## src/rtl/sio_pkg.sv

```systemverilog
package sio_pkg;
  typedef enum logic {
    SRC_INT = 1'b0,
    SRC_EXT = 1'b1
  } clk_src_e;
endpackage

```

## src/rtl/sio_clk_src.sv

```systemverilog
module sio_clk_src
  import sio_pkg::*;
#(
  parameter int DIV_HALF = 4,
  parameter int SYNC_LEN = 2
) (
  input  logic     clk,
  input  logic     rst_n,
  input  clk_src_e src,
  input  logic     busy,
  input  logic     restart,
  input  logic     sclk_in,
  output logic     rise,
  output logic     fall,
  output logic     sclk_int
);
  localparam int DW = (DIV_HALF > 2) ? $clog2(DIV_HALF) : 1;

  logic [DW-1:0]       div_q;
  logic                sclk_q;
  logic [SYNC_LEN-1:0] sync_q;
  logic                prev_q;
  logic                tick, int_rise, int_fall, ext_rise, ext_fall, ext_lvl;

  // internal divider: runs only while a transfer is in flight, idles high
  always_ff @(posedge clk or negedge rst_n) begin
    if (!rst_n) begin
      div_q  <= '0;
      sclk_q <= 1'b1;
    end else if (restart || !busy) begin
      div_q  <= '0;
      sclk_q <= 1'b1;
    end else if (div_q == DW'(DIV_HALF - 1)) begin
      div_q  <= '0;
      sclk_q <= ~sclk_q;
    end else begin
      div_q <= div_q + 1'b1;
    end
  end

  assign tick     = busy && !restart && (div_q == DW'(DIV_HALF - 1));
  assign int_fall = tick && sclk_q;
  assign int_rise = tick && !sclk_q;

  // external clock: synchronizer chain then edge detect
  generate
    if (SYNC_LEN == 1) begin : g_sync1
      always_ff @(posedge clk or negedge rst_n) begin
        if (!rst_n) sync_q <= '1;
        else        sync_q <= sclk_in;
      end
    end else begin : g_syncn
      always_ff @(posedge clk or negedge rst_n) begin
        if (!rst_n) sync_q <= '1;
        else        sync_q <= {sync_q[SYNC_LEN-2:0], sclk_in};
      end
    end
  endgenerate

  assign ext_lvl = sync_q[SYNC_LEN-1];

  always_ff @(posedge clk or negedge rst_n) begin
    if (!rst_n) prev_q <= 1'b1;
    else        prev_q <= ext_lvl;
  end

  assign ext_rise = ext_lvl && !prev_q;
  assign ext_fall = !ext_lvl && prev_q;

  assign rise     = (src == SRC_EXT) ? ext_rise : int_rise;
  assign fall     = (src == SRC_EXT) ? ext_fall : int_fall;
  assign sclk_int = sclk_q;

  AST_IDLE_HIGH: assert property (@(posedge clk) disable iff (!rst_n)
    !busy |=> sclk_q);
  AST_EDGE_EXCL: assert property (@(posedge clk) disable iff (!rst_n)
    !(rise && fall));
endmodule

```

## src/rtl/sio_shifter.sv

```systemverilog
module sio_shifter #(
  parameter int DATA_W = 8
) (
  input  logic              clk,
  input  logic              rst_n,
  input  logic              wr,
  input  logic [DATA_W-1:0] wr_data,
  input  logic              rise,
  input  logic              fall,
  input  logic              sin,
  output logic [DATA_W-1:0] sreg,
  output logic              sout,
  output logic              busy,
  output logic              done,
  output logic              irq
);
  localparam int CW = (DATA_W > 2) ? $clog2(DATA_W) : 1;

  logic [CW-1:0] cnt_q;
  logic          last_bit;

  assign last_bit = (cnt_q == CW'(DATA_W - 1));

  always_ff @(posedge clk or negedge rst_n) begin
    if (!rst_n) begin
      sreg  <= '0;
      sout  <= 1'b1;
      cnt_q <= '0;
      busy  <= 1'b0;
      done  <= 1'b0;
      irq   <= 1'b0;
    end else begin
      irq <= 1'b0;
      if (wr) begin
        // a write wins over any edge seen in the same cycle
        sreg  <= wr_data;
        cnt_q <= '0;
        busy  <= 1'b1;
        done  <= 1'b0;
      end else begin
        if (fall) sout <= sreg[0];
        if (rise) begin
          sreg <= {sin, sreg[DATA_W-1:1]};
          if (busy) begin
            cnt_q <= cnt_q + 1'b1;
            if (last_bit) begin
              busy  <= 1'b0;
              done  <= 1'b1;
              irq   <= 1'b1;
              cnt_q <= '0;
            end
          end
        end
      end
    end
  end

  AST_WRITE_LOADS: assert property (@(posedge clk) disable iff (!rst_n)
    wr |=> (sreg == $past(wr_data)));
  AST_WRITE_CLEARS_DONE: assert property (@(posedge clk) disable iff (!rst_n)
    wr |=> !done);
  AST_IRQ_SINGLE: assert property (@(posedge clk) disable iff (!rst_n)
    irq |=> !irq);
  AST_IRQ_WITH_DONE: assert property (@(posedge clk) disable iff (!rst_n)
    irq |-> done);
  AST_DONE_IDLE: assert property (@(posedge clk) disable iff (!rst_n)
    !(done && busy));
endmodule

```

## src/rtl/sio_shift_port.sv

```systemverilog
module sio_shift_port #(
  parameter int DATA_W   = 8,
  parameter int DIV_HALF = 4,
  parameter int SYNC_LEN = 2
) (
  input  logic              clk,
  input  logic              rst_n,
  input  logic              clk_sel,
  input  logic              wr_valid,
  input  logic [DATA_W-1:0] wr_data,
  output logic              wr_ready,
  output logic [DATA_W-1:0] rd_data,
  output logic              done,
  output logic              irq,
  input  logic              sclk_in,
  output logic              sclk_out,
  output logic              sclk_oe,
  input  logic              sin,
  output logic              sout,
  output logic              sout_oe
);
  import sio_pkg::*;

  clk_src_e src;
  logic     busy, rise, fall, wr;

  assign src      = clk_src_e'(clk_sel);
  assign wr_ready = 1'b1;
  assign wr       = wr_valid && wr_ready;

  sio_clk_src #(.DIV_HALF(DIV_HALF), .SYNC_LEN(SYNC_LEN)) u_clk (
    .clk(clk), .rst_n(rst_n), .src(src), .busy(busy), .restart(wr),
    .sclk_in(sclk_in), .rise(rise), .fall(fall), .sclk_int(sclk_out)
  );

  sio_shifter #(.DATA_W(DATA_W)) u_shf (
    .clk(clk), .rst_n(rst_n), .wr(wr), .wr_data(wr_data), .rise(rise),
    .fall(fall), .sin(sin), .sreg(rd_data), .sout(sout), .busy(busy),
    .done(done), .irq(irq)
  );

  assign sclk_oe = (src == SRC_INT);
  assign sout_oe = (src == SRC_EXT) ? 1'b1 : busy;

  AST_HIZ_AFTER_DONE: assert property (@(posedge clk) disable iff (!rst_n)
    (!clk_sel && done) |-> !sout_oe);
  AST_EXT_DRIVES: assert property (@(posedge clk) disable iff (!rst_n)
    clk_sel |-> (sout_oe && !sclk_oe));
  AST_READY_HIGH: assert property (@(posedge clk) disable iff (!rst_n)
    wr_ready);
endmodule

```

## config.mk

```make
export PLATFORM = sky130hd
export DESIGN_NAME = sio_shift_port
export DESIGN_NICKNAME = d
export VERILOG_FILES = /design/src/rtl/sio_pkg.sv /design/src/rtl/sio_clk_src.sv /design/src/rtl/sio_shifter.sv /design/src/rtl/sio_shift_port.sv
export SDC_FILE = /design/constraint.sdc
export NUM_CORES = 1
export LEC_CHECK = 0
export ABC_AREA = 0
export BUFFER_PORTS_ARGS = -buffer_cell sky130_fd_sc_hd__buf_2
export CORE_MARGIN = 2
export CORE_UTILIZATION = 30
export CTS_CLUSTER_DIAMETER = 80
export DETAILED_ROUTE_END_ITERATION = 6
export PLACE_DENSITY_LB_ADDON = 0.25
export SYNTH_ARGS = -nofsm -noshare
export SYNTH_HDL_FRONTEND = slang
export SYNTH_SLANG_ARGS = --single-unit
```

## constraint.sdc

```tcl
create_clock -name clk -period 1.9 [get_ports clk]
set_input_delay 0.285 -clock clk [delete_from_list [all_inputs] [get_ports clk]]
set_output_delay 0.285 -clock clk [all_outputs]
set_load 0.02 [all_outputs]
```

==> impl_metrics.env <==
export IMPL_post_cts_buffers=0
export IMPL_cts_clk_slew_worst_paths_ns=0.08
export IMPL_finalSetupTns_ns=0
export IMPL_worst_ir_drop_vdd_mv=0.3993
export IMPL_ant_nets=0
export IMPL_synthesis_area_um2=1110
export IMPL_reg2reg_to="u_shf.cnt_q[0]"
export IMPL_hold_path_startpoint="sclk_in"
export IMPL_cts_resized=0
export IMPL_grt_pass1_wl_um=3995
export IMPL_rsz0062_at_grt="no"
export IMPL_crit_family="flip-flops"
export IMPL_cts_tree="built"
export IMPL_dieWidth_um=64.82
export IMPL_die_h_um=64.82
export IMPL_mostFrequentLayoutCell="buf_2"
export IMPL_cp_arrival_ns=1.72
export IMPL_min_path_type="in -> reg"
export IMPL_yosys_warnings=0
export IMPL_power_leakage_nw=0.6039
export IMPL_ff2ff_path_depth=3
export IMPL_fin_cells=185
export IMPL_yosys_top_cells_area="dfrtp_1 (36%), dfstp_2 (12%), nand3_1 (8.1%)"
export IMPL_critical_path_slowest_cell="dfstp_2"
export IMPL_synth_edf_count=0
export IMPL_async_reset_ff_share_pct=100.0
export IMPL_cts_sinks=21
export IMPL_start_kind="register"
export IMPL_cp_max_fo=10
export IMPL_worstPathBufferInverterCount=0
export IMPL_vias=945
export IMPL_cp_required_ns=2.05
export IMPL_drc=0
export IMPL_hold_ws_ns=0.1238
export IMPL_port_buffers=27
export IMPL_first_iter_violations=126
export IMPL_avgSynthCellArea_um2=10.09
export IMPL_whs_path_depth=1
export IMPL_setup_viol=0
export IMPL_rr_startpoint="u_clk.sync_q[1]"
export IMPL_ctsRootBufferMaster="clkbuf_8"
export IMPL_hold_violations=0
export IMPL_antenna_found_initial=0
export IMPL_overflow=0
export IMPL_reg2reg_slack_ns=0.32
export IMPL_hold_buffers=1
export IMPL_core_area_um2=3606
export IMPL_min_period_ns=1.575
export IMPL_wl_um=2473
export IMPL_insertion_delay_ns=0.26
export IMPL_synth_nets=127
export IMPL_grt_busiest_layer="met2"
export IMPL_synth_top_area_share_pct=36.08
export IMPL_clockBufferDepth=2
export IMPL_placed_cells=180
export IMPL_cpPeakStageDelay_ns=0.56
export IMPL_nets=155
export IMPL_seq_area_frac_synth_pct=47.91
export IMPL_drive_gt1_share_pct=29.20
export IMPL_crit_path_cell_trace="and3b_1 > a22o_4 > mux2_4"
export IMPL_fin_crit_sh_pct=82.91
export IMPL_synth_ff_type="dfrtp_1"
export IMPL_vias_per_cell=5.108
export IMPL_layout_common_cells="buf_2 (27), nand3_1 (18), dfrtp_1 (16), nor2b_1 (12)"
export IMPL_power_density_nw_per_um2=722.6
export IMPL_num_rows=22
export IMPL_start_util_pct=30.78
export IMPL_diodes=0
export IMPL_power_uw=972.0
export IMPL_outcome="finished clean"
export IMPL_first_pass_iters=4
export IMPL_gr_usage_met3_pct=3.993
export IMPL_dieArea_um2=4202
export IMPL_holdPathEnd="u_clk.sync_q[0]"
export IMPL_ios=29
export IMPL_gr_usage_met2_pct=18.30
export IMPL_ys_ff_latch=21
export IMPL_cts_made_buffers=3
export IMPL_skew_ns=0.006028
export IMPL_wl_per_cell_um=13.37
export IMPL_drv_cap=0
export IMPL_gp_congestion=0.7132
export IMPL_synth_top_cell_by_area="dfrtp_1"
export IMPL_grt_pass1_vias=846
export IMPL_htreeDepth=1
export IMPL_synth_cells=110
export IMPL_end_kind="register"
export IMPL_track_usage_pct=12.29
export IMPL_place_hpwl_um=1734
export IMPL_grt_use_met1_pct=17.45
export IMPL_fmax_ghz=0.6348
export IMPL_area_growth_pct=21.20
export IMPL_grt_max_degree=23
export IMPL_yosysUniqueCellTypes=32
export IMPL_slew_violations=0
export IMPL_worstSetupPathType="reg -> reg"
-- report_power, final --
part           leakage, nW  switching (mW)  internal (mW)
clock               0.0228           0.139          0.149
combinational        0.327           0.113         0.0719
sequential           0.254          0.0159          0.483
-- sequential cells by signal, summed over array words and instances, names as in the netlist --
name / cells
u_shf.done: 1
u_clk.div_q: 2
u_clk.sync_q: 2
u_clk.sclk_int: 1
u_shf.sreg: 8
u_shf.busy: 1
u_shf.irq: 1
u_clk.prev_q: 1
u_shf.sout: 1
u_shf.cnt_q: 3
-- how the worst max path moves through the flow --
stage | start | end | slack, ns | cells past startpoint
after floorplan | u_clk.div_q[0] | u_shf.cnt_q[0] | 0.42 | 4
after CTS | u_clk.sync_q[1] | u_shf.cnt_q[0] | 0.31 | 3
after detailed placement | u_clk.sync_q[1] | u_shf.cnt_q[0] | 0.32 | 3
after global placement | u_clk.sync_q[1] | u_shf.cnt_q[0] | 0.34 | 3
final | u_clk.sync_q[1] | u_shf.cnt_q[0] | 0.32 | 3
after global routing | u_clk.div_q[0] | u_shf.sreg[4] | 0.26 | 4
-- worst register-to-register path: stages (launching register included) --
cell	delay (ns)
dfstp_2	0.56
and3b_1	0.41
a22o_4	0.21
mux2_4	0.29
-- synth_stat cells (2+ instances only) --
library cell / instances
a22oi_1: 8
buf_2: 3
clkbuf_1: 4
dfrtp_1: 16
dfstp_2: 5
ha_1: 3
inv_1: 3
mux2i_1: 2
nand2_1: 7
nand3_1: 18
nor2_1: 2
nor2b_1: 12
o211ai_1: 8
-- cells by family (layout without fill, tap and decap cells) --
| family | Yosys count | after routing | synth area share (%) |
|---|---|---|---|
| and+or+nand+nor | 47 | 47 | 23.79 |
| AOI/OAI and AO/OA | 23 | 23 | 16.24 |
| DFF | 21 | 21 | 47.91 |
| buffers and inverters | 11 | 38 | 4.396 |
| adders and majority gates | 3 | 3 | 3.383 |
| muxes | 3 | 3 | 3.156 |
| other | 1 | 1 | 0.3379 |
| xor gates and xnor gates | 1 | 1 | 0.7893 |
-- final cells by class --
class	count	area, um2
Tap cell	48	60.06
Clock buffer	4	45.04
Fill cell	395	2261
Inverter	3	11.26
Sequential cell	21	531.8
Timing Repair Buffer	31	167.7
Multi-Input combinational cell	78	529.3
-- metal layers --
metal  vias to the layer above  wire length (um)
li1                        453                 -
met1                       453              1176
met2                        37              1085
met3                         2               203
met4                         0                 8
met5                         -                 0
-- per-stage QoR --
step	setup WS (ns)	instance area [um2]	utilization (%)
after floorplan	0.4160	1110	-
after global placement	0.3392	1290	35.77
after detailed placement	0.3172	1290	35.77
after CTS	0.3103	1345	37.30
after global routing	0.2596	1345	37.30
final	0.3247	1345	37.30
Power figures use the tool's default switching activity.
